===== config.mk =====
export PLATFORM = sky130hd
export DESIGN_NAME = quad_trim_ctrl
export DESIGN_NICKNAME = d
export VERILOG_FILES = /design/src/rtl/qtr_pkg.sv /design/src/rtl/qtr_frame_rx.sv /design/src/rtl/qtr_trim_bank.sv /design/src/rtl/qtr_readback.sv /design/src/rtl/quad_trim_ctrl.sv
export SDC_FILE = /design/constraint.sdc
export NUM_CORES = 1
export LEC_CHECK = 0
export ABC_AREA = 0
export BUFFER_PORTS_ARGS = -buffer_cell sky130_fd_sc_hd__clkbuf_2
export CORE_ASPECT_RATIO = 1.25
export CORE_MARGIN = 8
export CORE_UTILIZATION = 65
export DETAILED_ROUTE_END_ITERATION = 8
export PLACE_DENSITY = 0.84
export SYNTH_ARGS = -nofsm -noshare
export SYNTH_HDL_FRONTEND = slang
export SYNTH_SLANG_ARGS = --single-unit
export TNS_END_PERCENT = 100

===== constraint.sdc =====
create_clock -name clk -period 8.3 [get_ports clk]
set_input_delay 1.66 -clock clk [delete_from_list [all_inputs] [get_ports clk]]
set_output_delay 1.66 -clock clk [all_outputs]
set_load 0.01 [all_outputs]

===== src/rtl/qtr_pkg.sv =====
package qtr_pkg;
  typedef enum logic [1:0] {
    OP_WR  = 2'b00,
    OP_RD  = 2'b01,
    OP_CM  = 2'b10,
    OP_NOP = 2'b11
  } op_e;

  typedef enum logic [1:0] {
    ST_IDLE  = 2'b00,
    ST_SHIFT = 2'b01,
    ST_GAP   = 2'b10
  } rx_st_e;
endpackage


===== src/rtl/qtr_frame_rx.sv =====
module qtr_frame_rx
  import qtr_pkg::*;
#(
  parameter int CODE_W  = 8,
  parameter int ADDR_W  = 2,
  parameter int GAP_CYC = 2
) (
  input  logic              clk,
  input  logic              rst_n,
  input  logic              cs,
  input  logic              sdi,
  output logic              cmd_fire,
  output op_e               cmd_op,
  output logic [ADDR_W-1:0] cmd_addr,
  output logic [CODE_W-1:0] cmd_data,
  output logic              rd_load,
  output logic [ADDR_W-1:0] rd_addr
);
  localparam int PAY  = 2 + ADDR_W + CODE_W;
  localparam int CW   = $clog2(PAY + 1);
  localparam int GW   = $clog2(GAP_CYC + 2);
  localparam int AEND = 2 + ADDR_W - 1;

  rx_st_e            st_q, st_n;
  logic [CW-1:0]     cnt_q, cnt_n;
  logic [GW-1:0]     gap_q, gap_n;
  logic [1:0]        op_q, op_n;
  logic [ADDR_W-1:0] addr_q, addr_n;
  logic [CODE_W-1:0] data_q, data_n;
  logic              shifting;

  assign shifting = (st_q == ST_SHIFT) && cs;
  assign cmd_fire = shifting && (cnt_q == CW'(PAY - 1));
  assign cmd_op   = op_e'(op_q);
  assign cmd_addr = addr_q;
  assign cmd_data = {sdi, data_q[CODE_W-1:1]};
  assign rd_load  = shifting && (cnt_q == CW'(AEND)) && (op_q == OP_RD);

  always_comb begin
    rd_addr = addr_q;
    rd_addr[ADDR_W-1] = sdi;
  end

  always_comb begin
    st_n   = st_q;
    cnt_n  = cnt_q;
    gap_n  = gap_q;
    op_n   = op_q;
    addr_n = addr_q;
    data_n = data_q;
    if (!cs) begin
      st_n  = ST_IDLE;
      cnt_n = '0;
      gap_n = '0;
    end else begin
      unique case (st_q)
        ST_IDLE: begin
          if (sdi) begin
            st_n  = ST_SHIFT;
            cnt_n = '0;
          end
        end
        ST_SHIFT: begin
          if (cnt_q == CW'(0)) op_n[0] = sdi;
          if (cnt_q == CW'(1)) op_n[1] = sdi;
          for (int i = 0; i < ADDR_W; i++) begin
            if (cnt_q == CW'(2 + i)) addr_n[i] = sdi;
          end
          if (cnt_q > CW'(AEND)) data_n = {sdi, data_q[CODE_W-1:1]};
          if (cnt_q == CW'(PAY - 1)) begin
            st_n  = (GAP_CYC == 0) ? ST_IDLE : ST_GAP;
            gap_n = GW'(GAP_CYC);
            cnt_n = '0;
          end else begin
            cnt_n = cnt_q + CW'(1);
          end
        end
        ST_GAP: begin
          if (gap_q <= GW'(1)) begin
            st_n  = ST_IDLE;
            gap_n = '0;
          end else begin
            gap_n = gap_q - GW'(1);
          end
        end
        default: st_n = ST_IDLE;
      endcase
    end
  end

  always_ff @(posedge clk or negedge rst_n) begin
    if (!rst_n) begin
      st_q   <= ST_IDLE;
      cnt_q  <= '0;
      gap_q  <= '0;
      op_q   <= '0;
      addr_q <= '0;
      data_q <= '0;
    end else begin
      st_q   <= st_n;
      cnt_q  <= cnt_n;
      gap_q  <= gap_n;
      op_q   <= op_n;
      addr_q <= addr_n;
      data_q <= data_n;
    end
  end

  // a gap cycle never opens a frame
  a_r9_gap_blocks_start: assert property (@(posedge clk) disable iff (!rst_n)
    (st_q == ST_GAP) |=> (st_q != ST_SHIFT));

  // low samples while idle keep the receiver idle
  a_r2_idle_on_low: assert property (@(posedge clk) disable iff (!rst_n)
    (st_q == ST_IDLE && cs && !sdi) |=> (st_q == ST_IDLE));
endmodule


===== src/rtl/qtr_trim_bank.sv =====
module qtr_trim_bank
  import qtr_pkg::*;
#(
  parameter int NCH        = 4,
  parameter int CODE_W     = 8,
  parameter int ADDR_W     = 2,
  parameter int COMMIT_CYC = 16,
  parameter logic [CODE_W-1:0] INIT_CODE = 'h80
) (
  input  logic                  clk,
  input  logic                  rst_n,
  input  logic                  cs,
  input  logic                  cmd_fire,
  input  op_e                   cmd_op,
  input  logic [ADDR_W-1:0]     cmd_addr,
  input  logic [CODE_W-1:0]     cmd_data,
  output logic [NCH*CODE_W-1:0] code_o,
  output logic [NCH*CODE_W-1:0] stored_o,
  output logic                  busy_o
);
  localparam int TW = $clog2(COMMIT_CYC + 1);

  logic [CODE_W-1:0] work_q [NCH];
  logic [CODE_W-1:0] work_n [NCH];
  logic [CODE_W-1:0] stor_q [NCH];
  logic [CODE_W-1:0] stor_n [NCH];
  logic [TW-1:0]     tmr_q, tmr_n;
  logic [ADDR_W-1:0] pch_q, pch_n;
  logic [CODE_W-1:0] pval_q, pval_n;

  for (genvar g = 0; g < NCH; g++) begin : g_flat
    assign code_o[g*CODE_W +: CODE_W]   = work_q[g];
    assign stored_o[g*CODE_W +: CODE_W] = stor_q[g];
  end
  assign busy_o = (tmr_q != '0);

  always_comb begin
    work_n = work_q;
    stor_n = stor_q;
    tmr_n  = tmr_q;
    pch_n  = pch_q;
    pval_n = pval_q;
    if (!cs) begin
      for (int i = 0; i < NCH; i++) work_n[i] = stor_q[i];
    end else if (cmd_fire && cmd_op == OP_WR) begin
      work_n[cmd_addr] = cmd_data;
    end
    if (tmr_q != '0) begin
      tmr_n = tmr_q - TW'(1);
      if (tmr_q == TW'(1)) stor_n[pch_q] = pval_q;
    end else if (cmd_fire && cmd_op == OP_CM) begin
      tmr_n  = TW'(COMMIT_CYC);
      pch_n  = cmd_addr;
      pval_n = work_q[cmd_addr];
    end
  end

  always_ff @(posedge clk or negedge rst_n) begin
    if (!rst_n) begin
      for (int i = 0; i < NCH; i++) begin
        work_q[i] <= INIT_CODE;
        stor_q[i] <= INIT_CODE;
      end
      tmr_q  <= '0;
      pch_q  <= '0;
      pval_q <= '0;
    end else begin
      work_q <= work_n;
      stor_q <= stor_n;
      tmr_q  <= tmr_n;
      pch_q  <= pch_n;
      pval_q <= pval_n;
    end
  end

  // a commit during busy does not restart the timer
  a_r7_busy_ignores_commit: assert property (@(posedge clk) disable iff (!rst_n)
    (tmr_q != '0 && cmd_fire && cmd_op == OP_CM) |=> (tmr_q == $past(tmr_q) - TW'(1)));

  // storage moves only on the last busy cycle
  a_r6_store_hold: assert property (@(posedge clk) disable iff (!rst_n)
    (tmr_q != TW'(1)) |=> $stable(stored_o));

  // chip select low restores outputs from storage
  a_r10_reload: assert property (@(posedge clk) disable iff (!rst_n)
    (!cs) |=> (code_o == $past(stored_o)));

  // a read leaves every output code alone
  a_r5_read_keeps_codes: assert property (@(posedge clk) disable iff (!rst_n)
    (cs && cmd_fire && cmd_op == OP_RD) |=> $stable(code_o));

  // the unused opcode leaves every output code alone
  a_r8_nop_keeps_codes: assert property (@(posedge clk) disable iff (!rst_n)
    (cs && cmd_fire && cmd_op == OP_NOP) |=> $stable(code_o));
endmodule


===== src/rtl/qtr_readback.sv =====
module qtr_readback #(
  parameter int NCH    = 4,
  parameter int CODE_W = 8,
  parameter int ADDR_W = 2
) (
  input  logic                  clk,
  input  logic                  rst_n,
  input  logic                  cs,
  input  logic                  rd_load,
  input  logic [ADDR_W-1:0]     rd_addr,
  input  logic [NCH*CODE_W-1:0] stored_i,
  output logic                  sdo
);
  logic [CODE_W-1:0] sr_q, sr_n;

  assign sdo = sr_q[0];

  always_comb begin
    if (!cs)          sr_n = '0;
    else if (rd_load) sr_n = stored_i[int'(rd_addr)*CODE_W +: CODE_W];
    else              sr_n = {1'b0, sr_q[CODE_W-1:1]};
  end

  always_ff @(posedge clk or negedge rst_n) begin
    if (!rst_n) sr_q <= '0;
    else        sr_q <= sr_n;
  end

  // data-out stays low on the edge after an unselected cycle
  a_r5_sdo_quiet_unselected: assert property (@(posedge clk) disable iff (!rst_n)
    (!cs) |=> !sdo);
endmodule


===== src/rtl/quad_trim_ctrl.sv =====
module quad_trim_ctrl
  import qtr_pkg::*;
#(
  parameter int NCH        = 4,
  parameter int CODE_W     = 8,
  parameter int COMMIT_CYC = 16,
  parameter int GAP_CYC    = 2,
  parameter logic [CODE_W-1:0] INIT_CODE = 'h80
) (
  input  logic                  clk,
  input  logic                  rst_n,
  input  logic                  cs,
  input  logic                  sdi,
  output logic                  sdo,
  output logic                  sdo_oe,
  output logic                  busy,
  output logic [NCH*CODE_W-1:0] code
);
  localparam int ADDR_W = $clog2(NCH);

  logic [1:0]            rs_q;
  logic                  rst_i;
  logic                  cmd_fire;
  op_e                   cmd_op;
  logic [ADDR_W-1:0]     cmd_addr;
  logic [CODE_W-1:0]     cmd_data;
  logic                  rd_load;
  logic [ADDR_W-1:0]     rd_addr;
  logic [NCH*CODE_W-1:0] stored;

  always_ff @(posedge clk or negedge rst_n) begin
    if (!rst_n) rs_q <= '0;
    else        rs_q <= {rs_q[0], 1'b1};
  end
  assign rst_i  = rs_q[1];
  assign sdo_oe = cs;

  qtr_frame_rx #(
    .CODE_W(CODE_W), .ADDR_W(ADDR_W), .GAP_CYC(GAP_CYC)
  ) u_rx (
    .clk(clk), .rst_n(rst_i), .cs(cs), .sdi(sdi),
    .cmd_fire(cmd_fire), .cmd_op(cmd_op), .cmd_addr(cmd_addr),
    .cmd_data(cmd_data), .rd_load(rd_load), .rd_addr(rd_addr)
  );

  qtr_trim_bank #(
    .NCH(NCH), .CODE_W(CODE_W), .ADDR_W(ADDR_W),
    .COMMIT_CYC(COMMIT_CYC), .INIT_CODE(INIT_CODE)
  ) u_bank (
    .clk(clk), .rst_n(rst_i), .cs(cs),
    .cmd_fire(cmd_fire), .cmd_op(cmd_op), .cmd_addr(cmd_addr),
    .cmd_data(cmd_data), .code_o(code), .stored_o(stored), .busy_o(busy)
  );

  qtr_readback #(
    .NCH(NCH), .CODE_W(CODE_W), .ADDR_W(ADDR_W)
  ) u_rb (
    .clk(clk), .rst_n(rst_i), .cs(cs), .rd_load(rd_load),
    .rd_addr(rd_addr), .stored_i(stored), .sdo(sdo)
  );
endmodule


; Word level (Yosys, flattened, before mapping)
; Cells that the tools add are included.
[word_totals]
word_cells = 99
register_bits = 109
output_inout_bits = 35
input_bits = 4
[op_classes]
n_eq_ne = 15
magnitude_cmp = 6
bitwise = 3
n_reduce_logical = 23
shifts = 1
addsub = 3
muxes = 27
[op_table]
columns = op, count
row1 = $bwmux W32, 2
row2 = $mux W32, 2
row3 = $mux W8, 6
row4 = $demux W8 S2, 2
row5 = $shiftx A32 B6 Y8, 1
row6 = $reduce_and A3 Y1, 6
row7 = $bmux W8 S2, 1
row8 = $mux W2, 6
row9 = $mux W4, 3
row10 = $mux W5, 2
row11 = $eq A4 B2 Y1 const B, 2
row12 = $logic_and A1 B1 Y1, 8
row13 = $pmux W4 S2, 1
row14 = $reduce_and A2 Y1, 4
row15 = $ge A3 B3 Y1 const B, 2
row16 = $lt A3 B1 Y1 const B, 2
row17 = $ne A3 B1 Y1 const B, 2
row18 = $ne A3 B3 Y1 const B, 2
row19 = $not A2 Y3, 2
row20 = $pmux W2 S3, 1
row21 = $eq A5 B1 Y1 const B, 1
row22 = $reduce_bool A5 Y1, 1
row23 = $sub A5 B1 Y5 const B, 1
row24 = $add A4 B1 Y4 const B, 1
row25 = 14 further kinds, 17

; Longest topological paths before layout
; Gate-level depths: netlist of the first run.
[depth]
word_depth = 8
mapped_depth = 6
depth_no_buf = 6

; By module
; From an unflattened synthesis of the first run, not the netlist that was laid out.
[hier_totals]
hier_cells = 451
hier_area_um2 = 5336.4
[by_module_without_submodules]
columns = module, cells_per_inst, area_each_um2, seq_area_each_um2, n_inst
row1 = qtr_trim_bank, 319, 3707.3, 1986.9, 1
row2 = qtr_frame_rx, 82, 1021.0, 475.5, 1
row3 = qtr_readback, 46, 546.8, 200.2, 1
row4 = quad_trim_ctrl, 4, 61.3, 50.0, 1

; Worst setup path before layout of the first run
; OpenSTA, ideal clock, no wires.
[synth_path]
path_kind = input -> output
startpoint = input port cs
endpoint = output port sdo_oe
setup_slack_ns = 4.861
n_path_buf = 1
t_arrival_ns = 1.779
cell_stages = 1
required_time_ns = 6.640
path_cell_list = buf_4
[synth_rtl]
columns = element, line
row1 = from (decl), quad_trim_ctrl.sv:12  ; input logic cs,
row2 = to (decl), quad_trim_ctrl.sv:15  ; output logic sdo_oe,
; No word-level cell between the ends.

; Worst setup path in the final report of the first run
[layout_path]
startpoint = input port cs
endpoint = output port sdo_oe
; No word-level cell between the ends.

==> results of run 1 <==
==> how the worst max path moves through the flow <==
stage	from	to	slack, ns	depth (start not counted)
2_1_floorplan	cs	sdo_oe	4.86	1
3_3_place_gp	cs	sdo_oe	4.23	3
3_5_place_dp	cs	sdo_oe	4.22	3
4_1_cts	cs	sdo_oe	4.22	3
5_1_grt	cs	sdo_oe	4.16	3
6_report	cs	sdo_oe	4.21	3
==> state kept, by name (all words and copies together), names as in the netlist <==
signal	flops
rs_q	2
u_bank.code_o	32
u_bank.pch_q	2
u_bank.pval_q	8
u_bank.stored_o	32
u_bank.tmr_q	5
u_rb.sr_q	8
u_rx.cmd_addr	2
u_rx.cmd_op	2
u_rx.cnt_q	4
u_rx.data_q	7
u_rx.gap_q	2
u_rx.st_q	2
==> per-stage QoR <==
stage               area [µm²]  hold WS [ns]  utilization, %  total power, mW
CTS                       5657        0.2433           72.59            1.028
global placement          5449        0.2244           69.93           0.6908
floorplan                 5200        0.3312               -           0.6660
global route              5657        0.2638           72.59            1.061
finish                    5657        0.2339           72.59            1.023
detailed placement        5449        0.2313           69.93           0.6971
==> Yosys cell counts, drive strengths merged (2+ instances only) <==
cell type	n	area, µm²
a21oi	5	25.02
and3b	2	17.52
buf	8	48.80
clkbuf	16	60.06
dfrtp	100	2502
dfstp	8	210.2
ha	7	87.58
inv	15	56.30
mux2	53	596.8
mux2i	9	90.09
mux4	16	360.4
nand2	91	341.6
nand2b	2	12.51
nand3	5	30.03
nand4	7	50.05
nand4b	3	38.79
nand4bb	2	22.52
nor2	6	22.52
nor2b	4	25.02
nor3	5	52.55
nor3b	2	20.02
o211ai	3	22.52
o21ai	4	20.02
o221ai	32	342.8
or2	2	12.52
==> cell type report <==
cell class | count | area share [%]
clock buffers | 10 | 2.433
clock inverters | 6 | 1.239
multi-input cells | 275 | 41.05
inverters | 15 | 0.9954
repair buffers | 44 | 4.158
flip-flops and latches | 108 | 48.02
well taps | 95 | 2.101
==> cells by family (layout without fill, tap and decap cells) <==
family / count (synthesis) / in the layout / synth area share [%]
and+or+nand+nor: 137 / 137 / 13.62
DFF: 108 / 108 / 52.17
muxes: 78 / 78 / 20.14
AOI/OAI and AO/OA: 51 / 51 / 8.975
buffers and inverters: 39 / 75 / 3.176
adders and majority gates: 7 / 7 / 1.684
other: 1 / 1 / 0.07212
xor gates and xnor gates: 1 / 1 / 0.1685
==> power by group <==
group / internal [mW] / leakage [nW] / switching, mW
clock network: 0.150 / 0.0955 / 0.186
registers: 0.544 / 1.46 / 0.0269
logic: 0.0440 / 1.05 / 0.0714
total: 0.738 / 2.60 / 0.284
==> worst register-to-register path: cells and delay by family, from the launching register on <==
family,cells,cell delay [ns]
adders and majority gates,1,0.35
AOI/OAI and AO/OA,1,0.22
and+or+nand+nor,2,1.29
DFF,1,0.43
==> routing by layer <==
metal  vias up  global-route usage, %  part of all wire (%)
met5         -                      0                     0
met4         0                  11.31                   2.9
met3        35                  5.574                   6.6
met2       153                  38.60                    51
met1      1847                  29.39                    39
li1       1597                      -                     -
==> cell usage in the layout (no fill, tap or decap), types with 2 or more instances in the layout <==
master      instances
a21oi_1             5
and3b_1             2
buf_4               6
clkbuf_2           38
clkbuf_8           10
clkinvlp_4          3
dfrtp_1            99
dfstp_2             8
ha_1                7
inv_1              15
inv_6               2
mux2_2             53
mux2i_1             9
mux4_2             16
nand2_1            91
nand2b_1            2
nand3_1             4
nand4_1             6
nand4b_2            2
nand4bb_1           2
nor2_1              6
nor2b_1             4
nor3_1              2
nor3_4              2
o211ai_1            3
o21ai_0             4
o221ai_1           22
o221ai_2           10
==> results_dict.tcl, run 1 <==
set metrics [dict create \
    ys_seq_area_share_pct 52.17 \
    cts_htree_levels 3 \
    final_layout_size_suffix_gt1_share_pct 34.93 \
    vias 3632 \
    n_fill_cell 531 \
    holdBufCountCts 0 \
    syn_area_mm2 0.005200 \
    start_util_pct 66.73 \
    first_pass_iters 5 \
    multiInputGateArea_mm2 0.002322 \
    seqCellArea_mm2 0.002716 \
    reg2reg_slack_ns 5.84 \
    r2r-end "u_bank.code_o[5]$_DFFE_PN0P_" \
    fin_skew_ns 0.01527 \
    clk_pin_slew_ns 0.10 \
    core_area_mm2 0.007792 \
    n_antenna_cell 0 \
    drcViolationCount 0 \
    max_cap_violations 0 \
    ys_warn_count 0 \
    grt_use_total_pct 23.89 \
    pre_cts_slack_ns 4.217 \
    via_per_inst 6.568 \
    cts_tree "built" \
    final-setup-viol-count 0 \
    avgSynthCellArea_um2 12.32 \
    dieHeight_um 116 \
    rsz0062_at_grt "no" \
    fin_crit_sh_pct 49.28 \
    crit_chain "clkbuf_2, buf_4, clkbuf_2" \
    required_ns 6.64 \
    grt_max_degree 83 \
    worstMarginPinSlew_ns 0.9914 \
    antenna_left 0 \
    cp-start-kind "input pin" \
    drt_iter0_markers 244 \
    gr-total-overflow 0 \
    synth_edf_count 0 \
    path_common_cell "clkbuf_2" \
    path_buf_inv 3 \
    max_stage_delay_ns 0.46 \
    dp.cells 537 \
    hpwlAfterDp_um 7875 \
    critPathMaxFanout 54 \
    cts-root-buf "clkbuf_8" \
    irDropWorstVdd_v 0.0001282 \
    synthArstFlopShare_pct 100.0 \
    clock_latency_ns 0.38 \
    nets 464 \
    crit_type "input pin to output port" \
    grt_pass1_vias 3784 \
    cpMaxStageDelayCell "buf_4" \
    yosys_register_bits 108 \
    postCtsSetupBuffers 0 \
    cts_resized 0 \
    syn_nets 433 \
    grt_pass1_wl_um 19970 \
    portBuffers 38 \
    synth_cell_types 50 \
    hp-class "flip-flop to asynchronous set/reset pin" \
    die-area_mm2 0.01114 \
    clockBufferDepth 2 \
    worst_slack_ns 4.210 \
    avgRoutedWirePerCell_um 22.33 \
    ios 39 \
    critPathCaptureType "output port" \
    leakagePower_nw 2.600 \
    r2r_cells 4 \
    area_delta_synth_final_pct 8.783 \
    cp.arrival_ns 2.43 \
    finalNonFillerCells 553 \
    hold_viol 0 \
    tns_ns 0 \
    gp_routability_congestion 0.8159 \
    ys.flop_type "dfrtp_1" \
    r2r_start "u_rx.cnt_q[0]$_DFFE_PN0P_" \
    routed_wl_um 12350 \
    maxSlewHeadroom_pct 33.91 \
    die_x_um 96 \
    cts.sinks 108 \
    fmax_mhz 244.5 \
    status "completed" \
    cts_buffers 9 \
    fp-row-count 36 \
    p_per_area_mw_per_mm2 180.8 \
    maxSlewViolCount 0 \
    final.min_clock_period_ns 4.090 \
    antenna_found_initial 0 \
    synthCells 422 \
    path_delay_family "buffers and inverters" \
]
No activity file was read; power rests on OpenSTA's default activity.
==> run 2: changes to the inputs <==
--- a/config.mk
+++ b/config.mk
@@ -9,9 +9,9 @@
 export BUFFER_PORTS_ARGS = -buffer_cell sky130_fd_sc_hd__clkbuf_2
 export CORE_ASPECT_RATIO = 1.25
 export CORE_MARGIN = 8
-export CORE_UTILIZATION = 65
+export CORE_UTILIZATION = 60
 export DETAILED_ROUTE_END_ITERATION = 8
-export PLACE_DENSITY = 0.84
+export PLACE_DENSITY = 0.79
 export SYNTH_ARGS = -nofsm -noshare
 export SYNTH_HDL_FRONTEND = slang
 export SYNTH_SLANG_ARGS = --single-unit
==> constraint.sdc (replaced) <==
create_clock -name clk -period 4.01 [get_ports clk]
set_input_delay 0.802 -clock clk [delete_from_list [all_inputs] [get_ports clk]]
set_output_delay 0.802 -clock clk [all_outputs]
set_load 0.01 [all_outputs]
==> run 2 against run 1 <==
  * Setup slack worse by 2.8 ns
  * Clock power is 100% higher
  * Combinational power is 90% higher
  * Critical path depth is 2 higher
  * Cell count is 0.90% higher
  * Sequential power is 110% higher
  * Critical endpoint is now busy
  * Largest cell class unchanged
  * Highest routed layer unchanged
==> results_dict.tcl, run 2 (synthesis results as in run 1) <==
set metrics [dict create \
    status "completed" \
    cts_buffers 9 \
    leakagePower_nw 2.605 \
    nets 464 \
    met3_usage_pct 4.577 \
    crit_type "flip-flop to output port" \
    dieHeight_um 120.1 \
    drt_iter0_markers 288 \
    max_cap_violations 0 \
    cts.sinks 108 \
    hp-class "input pin to asynchronous set/reset pin" \
    rsz0062_at_grt "no" \
    antenna_left 0 \
    r2r_start "u_bank.tmr_q[1]$_DFFE_PN0P_" \
    first_pass_iters 5 \
    grt_most_used_layer "met2" \
    gp_routability_congestion 0.8153 \
    fin_skew_ns 0.006106 \
    start_util_pct 60.76 \
    die_x_um 99.27 \
    clock_latency_ns 0.37 \
    grt_use_total_pct 22.12 \
    cts_htree_levels 3 \
    routed_wl_um 12460 \
    power.total_mw 2.099 \
    grt_use_met2_pct 37.78 \
    worstMarginPinSlew_ns 1.016 \
    n_fill_cell 640 \
    cp-start-kind "flip-flop" \
    fmax_mhz 379.9 \
    maxSlewHeadroom_pct 32.26 \
    finalNonFillerCells 558 \
    cts_resized 0 \
    holdBufCountCts 0 \
    grt_pass1_vias 3887 \
    area_delta_synth_final_pct 8.710 \
    grt_pass1_wl_um 20440 \
    final_layout_size_suffix_gt1_share_pct 34.28 \
    clockBufferDepth 2 \
    final-setup-viol-count 0 \
    cts-root-buf "clkbuf_8" \
    cts_tree "built" \
    final.min_clock_period_ns 2.632 \
    grt_max_degree 81 \
    required_ns 3.21 \
    antenna_found_initial 0 \
    use_met1_pct 26.57 \
    tns_ns 0 \
    portBuffers 38 \
    maxSlewViolCount 0 \
    critPathMaxFanout 6 \
    ios 39 \
    gr-total-overflow 0 \
    n_antenna_cell 0 \
    via_per_inst 6.504 \
    cp.arrival_ns 1.83 \
    die-area_mm2 0.01192 \
    final_common_cell "dfrtp_1" \
    irDropWorstVdd_v 0.0002343 \
    avgRoutedWirePerCell_um 22.32 \
    critPathCaptureType "output port" \
    layout_common_cells "99 x dfrtp_1, 91 x nand2_1, 53 x mux2_2, 38 x clkbuf_2, 22 x o221ai_1" \
    hold_viol 0 \
    fp-row-count 38 \
    crit_path_start "u_bank.tmr_q[1]$_DFFE_PN0P_" \
    postCtsSetupBuffers 0 \
    fin_crit_sh_pct 65.63 \
    core_area_mm2 0.008558 \
    vias 3629 \
    hpwlAfterDp_um 8118 \
    p_per_area_mw_per_mm2 371.2 \
    dp.cells 542 \
    clk_pin_slew_ns 0.09 \
    drcViolationCount 0 \
]
## run 2: cell count changes in the layout (fill, tap and decap cells not counted)
cell / before / now
clkbuf_1: 0 / 3
clkinvlp_4: 3 / 0
inv_6: 2 / 0
clkbuf_8: 10 / 11
clkinv_2: 0 / 1
## run 2: path summary, 6_finish.rpt
path	to	slack, ns	cells past startpoint
min in group clk	rs_q[1]$_DFF_PN0_	0.36	0
setup / recovery	busy	1.38	5
setup reg to reg	u_bank.pval_q[2]$_DFFE_PN0P_	1.56	6
hold reg to reg	rs_q[1]$_DFF_PN0_	0.36	0
hold / removal	rs_q[1]$_DFF_PN0_	0.19	1
max in group asynchronous	u_bank.stored_o[23]$_DFFE_PN1P_	2.50	1
## run 2: per-stage QoR
step	hold slack (ns)	util, %	cell area, µm²	setup WS (ns)
finish	0.1947	66.05	5653	1.378
global route	0.1738	66.05	5653	1.240
CTS	0.1851	66.05	5653	1.347
detailed placement	0.3426	63.74	5455	1.352
global placement	0.3366	63.74	5455	1.424
floorplan	0.3312	-	5200	0.7926
## run 2: cell type report
type / count / area [µm²] / area share, %
inverters: 15 / 56.30 / 0.9960
repair buffers: 44 / 235.2 / 4.161
flip-flops and latches: 108 / 2716 / 48.05
well taps: 100 / 125.1 / 2.213
clock inverters: 2 / 35.03 / 0.6197
clock buffers: 14 / 162.7 / 2.877
multi-input cells: 275 / 2322 / 41.08
## run 2: report_power, final
group | switching [mW] | total (mW) | internal (mW)
registers | 0.0773 | 1.20 | 1.13
clock network | 0.353 | 0.677 | 0.324
logic | 0.128 | 0.218 | 0.0909
total | 0.558 | 2.10 | 1.54
## run 2: routing by layer
layer	up-vias	wire length [µm]
met4	0	279
met2	153	6423
met5	-	0
li1	1591	-
met3	28	693
met1	1857	5059
## run 2: critical path, cell delays in order (launching register included)
cell and delay, ns:
dfrtp_1 0.41, inv_1 0.12, ha_1 0.23, nor4b_4 0.35
inv_1 0.19, clkbuf_2 0.17
